## src/rtl/pio_pkg.sv

```systemverilog
package pio_pkg;

  typedef enum logic [0:0] {
    STYLE_SPLIT    = 1'b0,
    STYLE_TRISTATE = 1'b1
  } port_style_e;

  // Word offsets of the register window.
  localparam int unsigned OFS_DATA = 0;
  localparam int unsigned OFS_DIR  = 1;

  typedef enum logic [1:0] {
    SEL_DATA = 2'd0,
    SEL_DIR  = 2'd1,
    SEL_NONE = 2'd2
  } reg_sel_e;

  function automatic int unsigned max_of(input int unsigned a, input int unsigned b);
    return (a > b) ? a : b;
  endfunction

endpackage

```

## src/rtl/pio_bus_ctrl.sv

```systemverilog
module pio_bus_ctrl #(
  parameter int unsigned ADR_W = 2
) (
  input  logic             clk_i,
  input  logic             rst_i,
  input  logic             cyc_i,
  input  logic             stb_i,
  input  logic             we_i,
  input  logic [ADR_W-1:0] adr_i,
  output logic             ack_o,
  output logic             wr_data_o,
  output logic             wr_dir_o,
  output logic             rd_en_o,
  output pio_pkg::reg_sel_e sel_o
);
  import pio_pkg::*;

  logic accept;
  logic ack_q;

  // A request is accepted only while no acknowledge is pending.
  assign accept = cyc_i & stb_i & ~ack_q;

  always_comb begin
    if (adr_i == ADR_W'(OFS_DATA))      sel_o = SEL_DATA;
    else if (adr_i == ADR_W'(OFS_DIR))  sel_o = SEL_DIR;
    else                                sel_o = SEL_NONE;
  end

  assign wr_data_o = accept & we_i & (sel_o == SEL_DATA);
  assign wr_dir_o  = accept & we_i & (sel_o == SEL_DIR);
  assign rd_en_o   = accept & ~we_i;

  always_ff @(posedge clk_i) begin
    if (rst_i) ack_q <= 1'b0;
    else       ack_q <= accept;
  end

  assign ack_o = ack_q;

endmodule

```

## src/rtl/pio_in_sync.sv

```systemverilog
module pio_in_sync #(
  parameter int unsigned W      = 8,
  parameter int unsigned STAGES = 2
) (
  input  logic         clk_i,
  input  logic         rst_i,
  input  logic [W-1:0] d_i,
  output logic [W-1:0] q_o
);
  logic [W-1:0] chain_q [STAGES];

  for (genvar s = 0; s < STAGES; s++) begin : g_stage
    if (s == 0) begin : g_first
      always_ff @(posedge clk_i) begin
        if (rst_i) chain_q[s] <= '0;
        else       chain_q[s] <= d_i;
      end
    end else begin : g_next
      always_ff @(posedge clk_i) begin
        if (rst_i) chain_q[s] <= '0;
        else       chain_q[s] <= chain_q[s-1];
      end
    end
  end

  assign q_o = chain_q[STAGES-1];

endmodule

```

## src/rtl/pio_out_stage.sv

```systemverilog
module pio_out_stage #(
  parameter int unsigned          DAT_W = 32,
  parameter int unsigned          OUT_W = 8,
  parameter pio_pkg::port_style_e STYLE = pio_pkg::STYLE_TRISTATE
) (
  input  logic             clk_i,
  input  logic             rst_i,
  input  logic             wr_data_i,
  input  logic             wr_dir_i,
  input  logic [DAT_W-1:0] wdat_i,
  output logic [OUT_W-1:0] dir_o,
  output logic [OUT_W-1:0] pin_out_o,
  output logic [OUT_W-1:0] pin_oe_o
);
  import pio_pkg::*;

  logic [OUT_W-1:0] out_q;

  // Output latch: only the low OUT_W bits of the write word are kept.
  always_ff @(posedge clk_i) begin
    if (rst_i)          out_q <= '0;
    else if (wr_data_i) out_q <= wdat_i[OUT_W-1:0];
  end

  assign pin_out_o = out_q;

  if (STYLE == STYLE_TRISTATE) begin : g_tri
    logic [OUT_W-1:0] dir_q;

    always_ff @(posedge clk_i) begin
      if (rst_i)         dir_q <= '0;
      else if (wr_dir_i) dir_q <= wdat_i[OUT_W-1:0];
    end

    assign dir_o    = dir_q;
    assign pin_oe_o = dir_q;
  end else begin : g_split
    logic unused_dir;
    assign unused_dir = wr_dir_i;
    assign dir_o      = '0;
    assign pin_oe_o   = '1;
  end

endmodule

```

## src/rtl/pio_rd_mux.sv

```systemverilog
module pio_rd_mux #(
  parameter int unsigned DAT_W = 32,
  parameter int unsigned IN_W  = 8,
  parameter int unsigned OUT_W = 8
) (
  input  logic              clk_i,
  input  logic              rst_i,
  input  logic              rd_en_i,
  input  pio_pkg::reg_sel_e sel_i,
  input  logic [IN_W-1:0]   pins_i,
  input  logic [OUT_W-1:0]  dir_i,
  output logic [DAT_W-1:0]  dat_o
);
  import pio_pkg::*;

  logic [DAT_W-1:0] data_word;
  logic [DAT_W-1:0] dir_word;
  logic [DAT_W-1:0] next_word;
  logic [DAT_W-1:0] dat_q;

  always_comb begin
    data_word = '0;
    data_word[IN_W-1:0] = pins_i;
    dir_word = '0;
    dir_word[OUT_W-1:0] = dir_i;
    unique case (sel_i)
      SEL_DATA: next_word = data_word;
      SEL_DIR:  next_word = dir_word;
      default:  next_word = '0;
    endcase
  end

  // Read data is loaded on an accepted read and cleared otherwise.
  always_ff @(posedge clk_i) begin
    if (rst_i)        dat_q <= '0;
    else if (rd_en_i) dat_q <= next_word;
    else              dat_q <= '0;
  end

  assign dat_o = dat_q;

endmodule

```

## src/rtl/par_io_port.sv

```systemverilog
module par_io_port #(
  parameter pio_pkg::port_style_e STYLE       = pio_pkg::STYLE_TRISTATE,
  parameter int unsigned          IN_W        = 8,
  parameter int unsigned          OUT_W       = 8,
  parameter int unsigned          DAT_W       = 32,
  parameter int unsigned          ADR_W       = 2,
  parameter int unsigned          SYNC_STAGES = 2
) (
  input  logic             clk_i,
  input  logic             rst_i,
  input  logic             cyc_i,
  input  logic             stb_i,
  input  logic             we_i,
  input  logic [ADR_W-1:0] adr_i,
  input  logic [DAT_W-1:0] dat_i,
  output logic [DAT_W-1:0] dat_o,
  output logic             ack_o,
  input  logic [IN_W-1:0]  pin_in_i,
  output logic [OUT_W-1:0] pin_out_o,
  output logic [OUT_W-1:0] pin_oe_o
);
  import pio_pkg::*;

  localparam int unsigned REG_W = max_of(IN_W, OUT_W);

  initial begin
    if (REG_W > DAT_W) $error("register width exceeds bus width");
    if (STYLE == STYLE_TRISTATE && IN_W != OUT_W) $error("tristate style needs IN_W == OUT_W");
  end

  logic             wr_data;
  logic             wr_dir;
  logic             rd_en;
  reg_sel_e         sel;
  logic [IN_W-1:0]  pins_sync;
  logic [OUT_W-1:0] dir_val;

  pio_bus_ctrl #(.ADR_W(ADR_W)) u_bus (
    .clk_i     (clk_i),
    .rst_i     (rst_i),
    .cyc_i     (cyc_i),
    .stb_i     (stb_i),
    .we_i      (we_i),
    .adr_i     (adr_i),
    .ack_o     (ack_o),
    .wr_data_o (wr_data),
    .wr_dir_o  (wr_dir),
    .rd_en_o   (rd_en),
    .sel_o     (sel)
  );

  pio_in_sync #(.W(IN_W), .STAGES(SYNC_STAGES)) u_sync (
    .clk_i (clk_i),
    .rst_i (rst_i),
    .d_i   (pin_in_i),
    .q_o   (pins_sync)
  );

  pio_out_stage #(.DAT_W(DAT_W), .OUT_W(OUT_W), .STYLE(STYLE)) u_out (
    .clk_i     (clk_i),
    .rst_i     (rst_i),
    .wr_data_i (wr_data),
    .wr_dir_i  (wr_dir),
    .wdat_i    (dat_i),
    .dir_o     (dir_val),
    .pin_out_o (pin_out_o),
    .pin_oe_o  (pin_oe_o)
  );

  pio_rd_mux #(.DAT_W(DAT_W), .IN_W(IN_W), .OUT_W(OUT_W)) u_rd (
    .clk_i   (clk_i),
    .rst_i   (rst_i),
    .rd_en_i (rd_en),
    .sel_i   (sel),
    .pins_i  (pins_sync),
    .dir_i   (dir_val),
    .dat_o   (dat_o)
  );

endmodule

```

## config.mk

```make
export PLATFORM = sky130hd
export DESIGN_NAME = par_io_port
export DESIGN_NICKNAME = d
export VERILOG_FILES = /design/src/rtl/pio_pkg.sv /design/src/rtl/pio_bus_ctrl.sv /design/src/rtl/pio_in_sync.sv /design/src/rtl/pio_out_stage.sv /design/src/rtl/pio_rd_mux.sv /design/src/rtl/par_io_port.sv
export SDC_FILE = /design/constraint.sdc
export NUM_CORES = 1
export LEC_CHECK = 0
export BUFFER_PORTS_ARGS = -buffer_cell sky130_fd_sc_hd__buf_2
export CELL_PAD_IN_SITES_DETAIL_PLACEMENT = 0
export CELL_PAD_IN_SITES_GLOBAL_PLACEMENT = 2
export CORE_MARGIN = 2
export CORE_UTILIZATION = 26
export CTS_CLUSTER_DIAMETER = 30
export DETAILED_ROUTE_END_ITERATION = 6
export PLACE_DENSITY_LB_ADDON = 0.1
export SLEW_MARGIN = 25
export SYNTH_ARGS = -nofsm -noshare
export SYNTH_HDL_FRONTEND = slang
export SYNTH_HIERARCHICAL = 1
export SYNTH_SLANG_ARGS = --single-unit
export TNS_END_PERCENT = 100
```

## constraint.sdc

```tcl
create_clock -name clk_i -period 3.25 [get_ports clk_i]
set_clock_uncertainty 0.2 [all_clocks]
set_input_delay 0.4875 -clock clk_i [delete_from_list [all_inputs] [get_ports clk_i]]
set_output_delay 0.4875 -clock clk_i [all_outputs]
set_load 0.01 [all_outputs]
```

======== Word-level counts from Yosys, hierarchy flattened ========
Memory sizes are Yosys's and may differ from the RTL's.
Cells that the tools add are included.
storage, ports and cells
  flip-flop bits (word level) ............. 49
  bits in latches ......................... 0
  logic and storage cells ................. 29
  memory bits (writable) .................. 16
  bits in read-only memories .............. 0
  memories kept ........................... 1
  input port bits ......................... 47
  output and inout bits ................... 49
memories
  name            depth  bits a word  rd ports  clocked after Yosys merged registers in  write ports  RTL line           source
  u_sync.chain_q  2      8            2         0                                        2            pio_in_sync.sv:10  logic [W-1:0] chain_q [STAGES];
operators by class
  divide/modulo/power cells ............... 0
  multipliers ............................. 0
  equal/unequal tests ..................... 2
  reductions and logical operators ........ 3
  add/sub/neg operators ................... 0
  bitwise operators ....................... 11
  shift operators ......................... 0
  magnitude comparators ................... 0
  muxes and demuxes ....................... 8
operators with widths
  kind                                                              count
  8-bit 2-to-1 mux                                                  2
  8-bit one-hot mux with 2 select lines                             1
  1-bit bitwise AND                                                 6
  2-bit by 1-bit == test with 1-bit output (second input constant)  2
  2-bit zero test                                                   2
  2-bit 2-to-1 mux                                                  2
  1-bit 2-to-1 mux                                                  3
  1-bit inverter                                                    3
  1-bit OR                                                          2
  2-bit OR reduction                                                1

======== Longest topological paths before layout ========
  depth after elaboration ................. 5
  mapped depth ............................ 5
  gate-level depth less buffers ........... 4

======== By module ========
Netlist, hierarchy kept.
by module, submodules not included
  module         instances  area each (um^2)  cells an instance
  pio_out_stage  1          639.4             60
  pio_rd_mux     1          479.2             52
  pio_in_sync    1          464.2             33
  pio_bus_ctrl   1          67.6              9

======== Least setup slack after synthesis ========
Ideal clock, no wire load.
  path type ............................... input to register
  start ................................... input cyc_i
  end ..................................... register u_out.g_tri.dir_q[0], in the netlist u_out/dir_o[0]
  slack ................................... 1.783 ns
  arrival time ............................ 1.150 ns
  data required time ...................... 2.934 ns
  stages .................................. 5
  setup time .............................. 0.116 ns
  path buffers ............................ 1
  cells stage by stage .................... nand4b_1 > and2b_2 > buf_6 > mux2i_1 > nor2_1
on the way
  word-level cells in the longest chain between the ends .. 4
RTL lines
  element                         RTL line             source
  start, declared                 par_io_port.sv:11    input logic cyc_i,
  1-bit bitwise AND (2 in a row)  pio_bus_ctrl.sv:22   assign accept = cyc_i & stb_i & ~ack_q;
  1-bit bitwise AND (2 in a row)  pio_bus_ctrl.sv:31   assign wr_dir_o = accept & we_i & (sel_o == SEL_DIR);
  named net wr_dir                par_io_port.sv:32    logic wr_dir;
  end signal, assigned            pio_out_stage.sv:32  else if (wr_dir_i) dir_q <= wdat_i[OUT_W-1:0];
  end, declared                   pio_out_stage.sv:28  logic [OUT_W-1:0] dir_q;
The timed path passes the listed nets, and every way through them passes these cells.
A chain may end at the register's enable or synchronous reset.

======== Worst setup path after layout ========
  start ................................... input adr_i[1]
  end ..................................... register u_out.g_tri.dir_q[6], in the netlist u_out/dir_o[6]
on the way
  word-level cells in the longest chain between the ends .. 5
RTL lines
  element                                     RTL line            source
  start, declared                             par_io_port.sv:14   input logic [ADR_W-1:0] adr_i,
  2-bit by 1-bit == test with 1-bit output    pio_bus_ctrl.sv:26  else if (adr_i == ADR_W'(OFS_DIR)) sel_o = SEL_DIR;
  2-bit 2-to-1 mux                            pio_bus_ctrl.sv:26
  2-bit 2-to-1 mux *                          pio_bus_ctrl.sv:25  if (adr_i == ADR_W'(OFS_DATA)) sel_o = SEL_DATA;
  named net sel[0]                            par_io_port.sv:34   reg_sel_e sel;
  2-bit by 1-bit == test with 1-bit output *  pio_bus_ctrl.sv:31
  1-bit bitwise AND *                         pio_bus_ctrl.sv:31
  named net wr_dir                            par_io_port.sv:32
Mark *: on every way through the listed nets, which the timed path passes. The rest lies on a longest branch.

==> results.md <==
* Outcome: finished clean
* Min Hold Slack at 203 ps
* Full die area at 7000 µm²
* Vias in the first global route at 836
* Area added between synthesis and finish at 15.8%
* Arrival time at the worst endpoint at 1520 ps
* Diodes inserted at 0
* Final Hold Viols at 0
* Kind of critical path: in -> reg
* Final wirelength at 2.88 mm
* Hold_buf cts at 0
* Largest net degree at the start of global routing at 35
* Crit share post-route at 0.480
* Crit Path Max Fanout at 9
* Slew @ Worst Pin at 657 ps
* Ys Warns at 6
* Post-synthesis register bit count at 41
* Post-Syn Instances at 154
* Post-synthesis cell type count at 16
* Commonest cells after routing, fill and taps aside: buf_2 (47), dfxtp_1 (41), nor2_1 (26), mux2i_1 (24), conb_1 (24)
* Post-place setup slack at 1360 ps
* Final Wtd Congestion at 0.721
* Worst reg-to-reg path cell count at 4
* GR Overflow Total at 0
* DR WL/cell at 10.6 µm
* Hold endpoint: u_sync/chain_q[0][5]
* Reg-to-reg critical path startpoint: u_bus/ack_o
* Cell-by-cell listing of the critical path: buf_2 -> nor2b_1 -> buf_4 -> and2b_2 -> mux2i_1 -> nor2_1
* Routed vias/inst at 3.56
* Max Cap Viol at 0
* Clock Power Share at 0.455
* Netlist Area Pre-Place at 1650 µm²
* # rows at 29
* Crit path time final at 1560 ps
* Power Dens Cells at 560 nW/µm²
* DRT Pass-1 Iters at 3
* Critical Path End Type: register
* Startpoint types: input pin
* Hold Crit Start: pin_in_i[5]
* Via count at 964
* Part of the Yosys area used for sequential elements at 0.497
* Max Fclk at 641 MHz
* FF-to-FF End: u_out/dir_o[6]
* Tot Pwr at 1070 µW
* Initial antenna violation count at 0
* Die X at 83.7 µm
* Hold WC Path Type: in -> reg
* Sw frac at 0.205
* Die Y at 83.7 µm
* Critical path's slowest cell: and2b_2
* Share of layout cells above drive strength 1 at 0.366
* Placed Area at 1770 µm²
* Setup ws final at 1690 ps
* Worst Path Required at 3210 ps
* Final ANT Viol Nets at 0
* Nets at 240
* Logic pwr share at 0.061
* Commonest non-fill, non-tap cell in the layout: buf_2
* Initial core utilization at 0.264
* Setup TNS Final at 0 ps
* NetSw at 219 µW
* IO Port Bufs at 47
* Max_slew headroom at 0.562
* Post-CTS Setup Bufs at 0
* Skew-Pair Late Insertion Delay at 290 ps
* RSZ-0062 raised after global routing: no
* I/O pin total at 96
* Post-route cell area at 1910 µm²
* Internal power at 851 µW
* WHS Path Cells at 2
* Core area at 6240 µm²
* Syn_area_per_cell at 10.7 µm²
* Worst IR Drop VDD at 0.000224 V
* Clock tree buffer depth at 2
* Post-cts resize count at 0
* H-tree depth at 2
* CP max stage delay at 320 ps
* First-pass GRT wire length at 4.31 mm
* Root buf cell: clkbuf_8
* Clock sink count at 41
* All-layer global routing usage at 0.0821
* Reg2Reg Setup Slack at 1720 ps
* Dpl hpwl at 2.18 mm
* CTS tree: built
* CTS buffer count at 5
* Leakage at 0.000872 µW
* Remaining DRCs at 0
* Register share of total power at 0.484
* Final setup fails at 0
* DR iter-0 viols at 17
* Slew Viols, Final at 0
* Worst-path clk slew at 80 ps
==> per-layer routing <==
metal	GRT usage	wire length, µm
met1	0.0876	1240
met3	0.0406	189
met2	0.135	1390
met4	0.0396	65
met5	0	0
==> final cells by class <==
| cell class | instances | area, µm² |
|---|---|---|
| fill | 661 | 4330 |
| sequential | 41 | 821 |
| multi-input combinational | 96 | 606 |
| timing repair buffer | 49 | 250 |
| tap | 77 | 96.3 |
| clock buffer | 5 | 68.8 |
| clock inverter | 3 | 68.8 |
==> state kept, by name, summed over array words and instances, names as in the netlist <==
name and count:
u_sync/chain_q 16, u_out/dir_o 8, u_out/pin_out_o 8, u_rd/dat_o 8, u_bus/ack_o 1
==> synthesized netlist by cell type <==
cell type  instances  share of area
and2b_2            7          0.037
buf_2              1         0.0030
buf_4             32           0.15
buf_6              5          0.034
clkbuf_1           1         0.0023
clkbuf_2           1         0.0030
conb_1             1         0.0023
dfxtp_1           41           0.50
mux2i_1           24           0.15
nand3b_1           1         0.0046
nand4b_1           1         0.0053
nor2_1            26          0.059
nor2b_1            4          0.015
nor2b_2            7          0.037
nor3_1             1         0.0030
or3b_1             1         0.0053
==> worst max-delay path by stage <==
stage | start | end | slack, ps | cells past startpoint
6_report | adr_i[1] | u_out/dir_o[6] | 1690 | 6
5_1_grt | adr_i[1] | u_out/dir_o[6] | 1600 | 6
4_1_cts | adr_i[1] | u_out/dir_o[6] | 1680 | 6
3_5_place_dp | adr_i[1] | u_out/dir_o[6] | 1360 | 6
3_3_place_gp | adr_i[1] | u_out/dir_o[6] | 1410 | 6
2_1_floorplan | cyc_i | u_out/dir_o[0] | 1780 | 5
==> worst max-delay path, delay by kind of cell <==
family	cells	cell delay, ps
buf+inv	2	310
mux	1	230
simple gates	3	480
==> cells by family after synthesis <==
group	count (synthesis)	share of synthesized area
buf+inv	40	0.188
flops	41	0.497
mux	24	0.146
other cells	1	0.00227
simple gates	48	0.167
==> power by group through the flow <==
stage	Combinational, µW	Clock [µW]	Sequential (µW)
6_report	65.4	486	518
5_1_grt	72.5	524	519
4_1_cts	66.1	505	518
3_5_place_dp	65.9	0	530
3_3_place_gp	64.4	0	530
2_1_floorplan	67.2	0	530
==> through the flow <==
stage	instances	util
after CTS	271	0.306
after detailed placement	263	0.284
after global routing	271	0.306
after floorplan	177	-
after global placement	263	0.284
final	271	0.306
(Power assumes the default switching activity.)
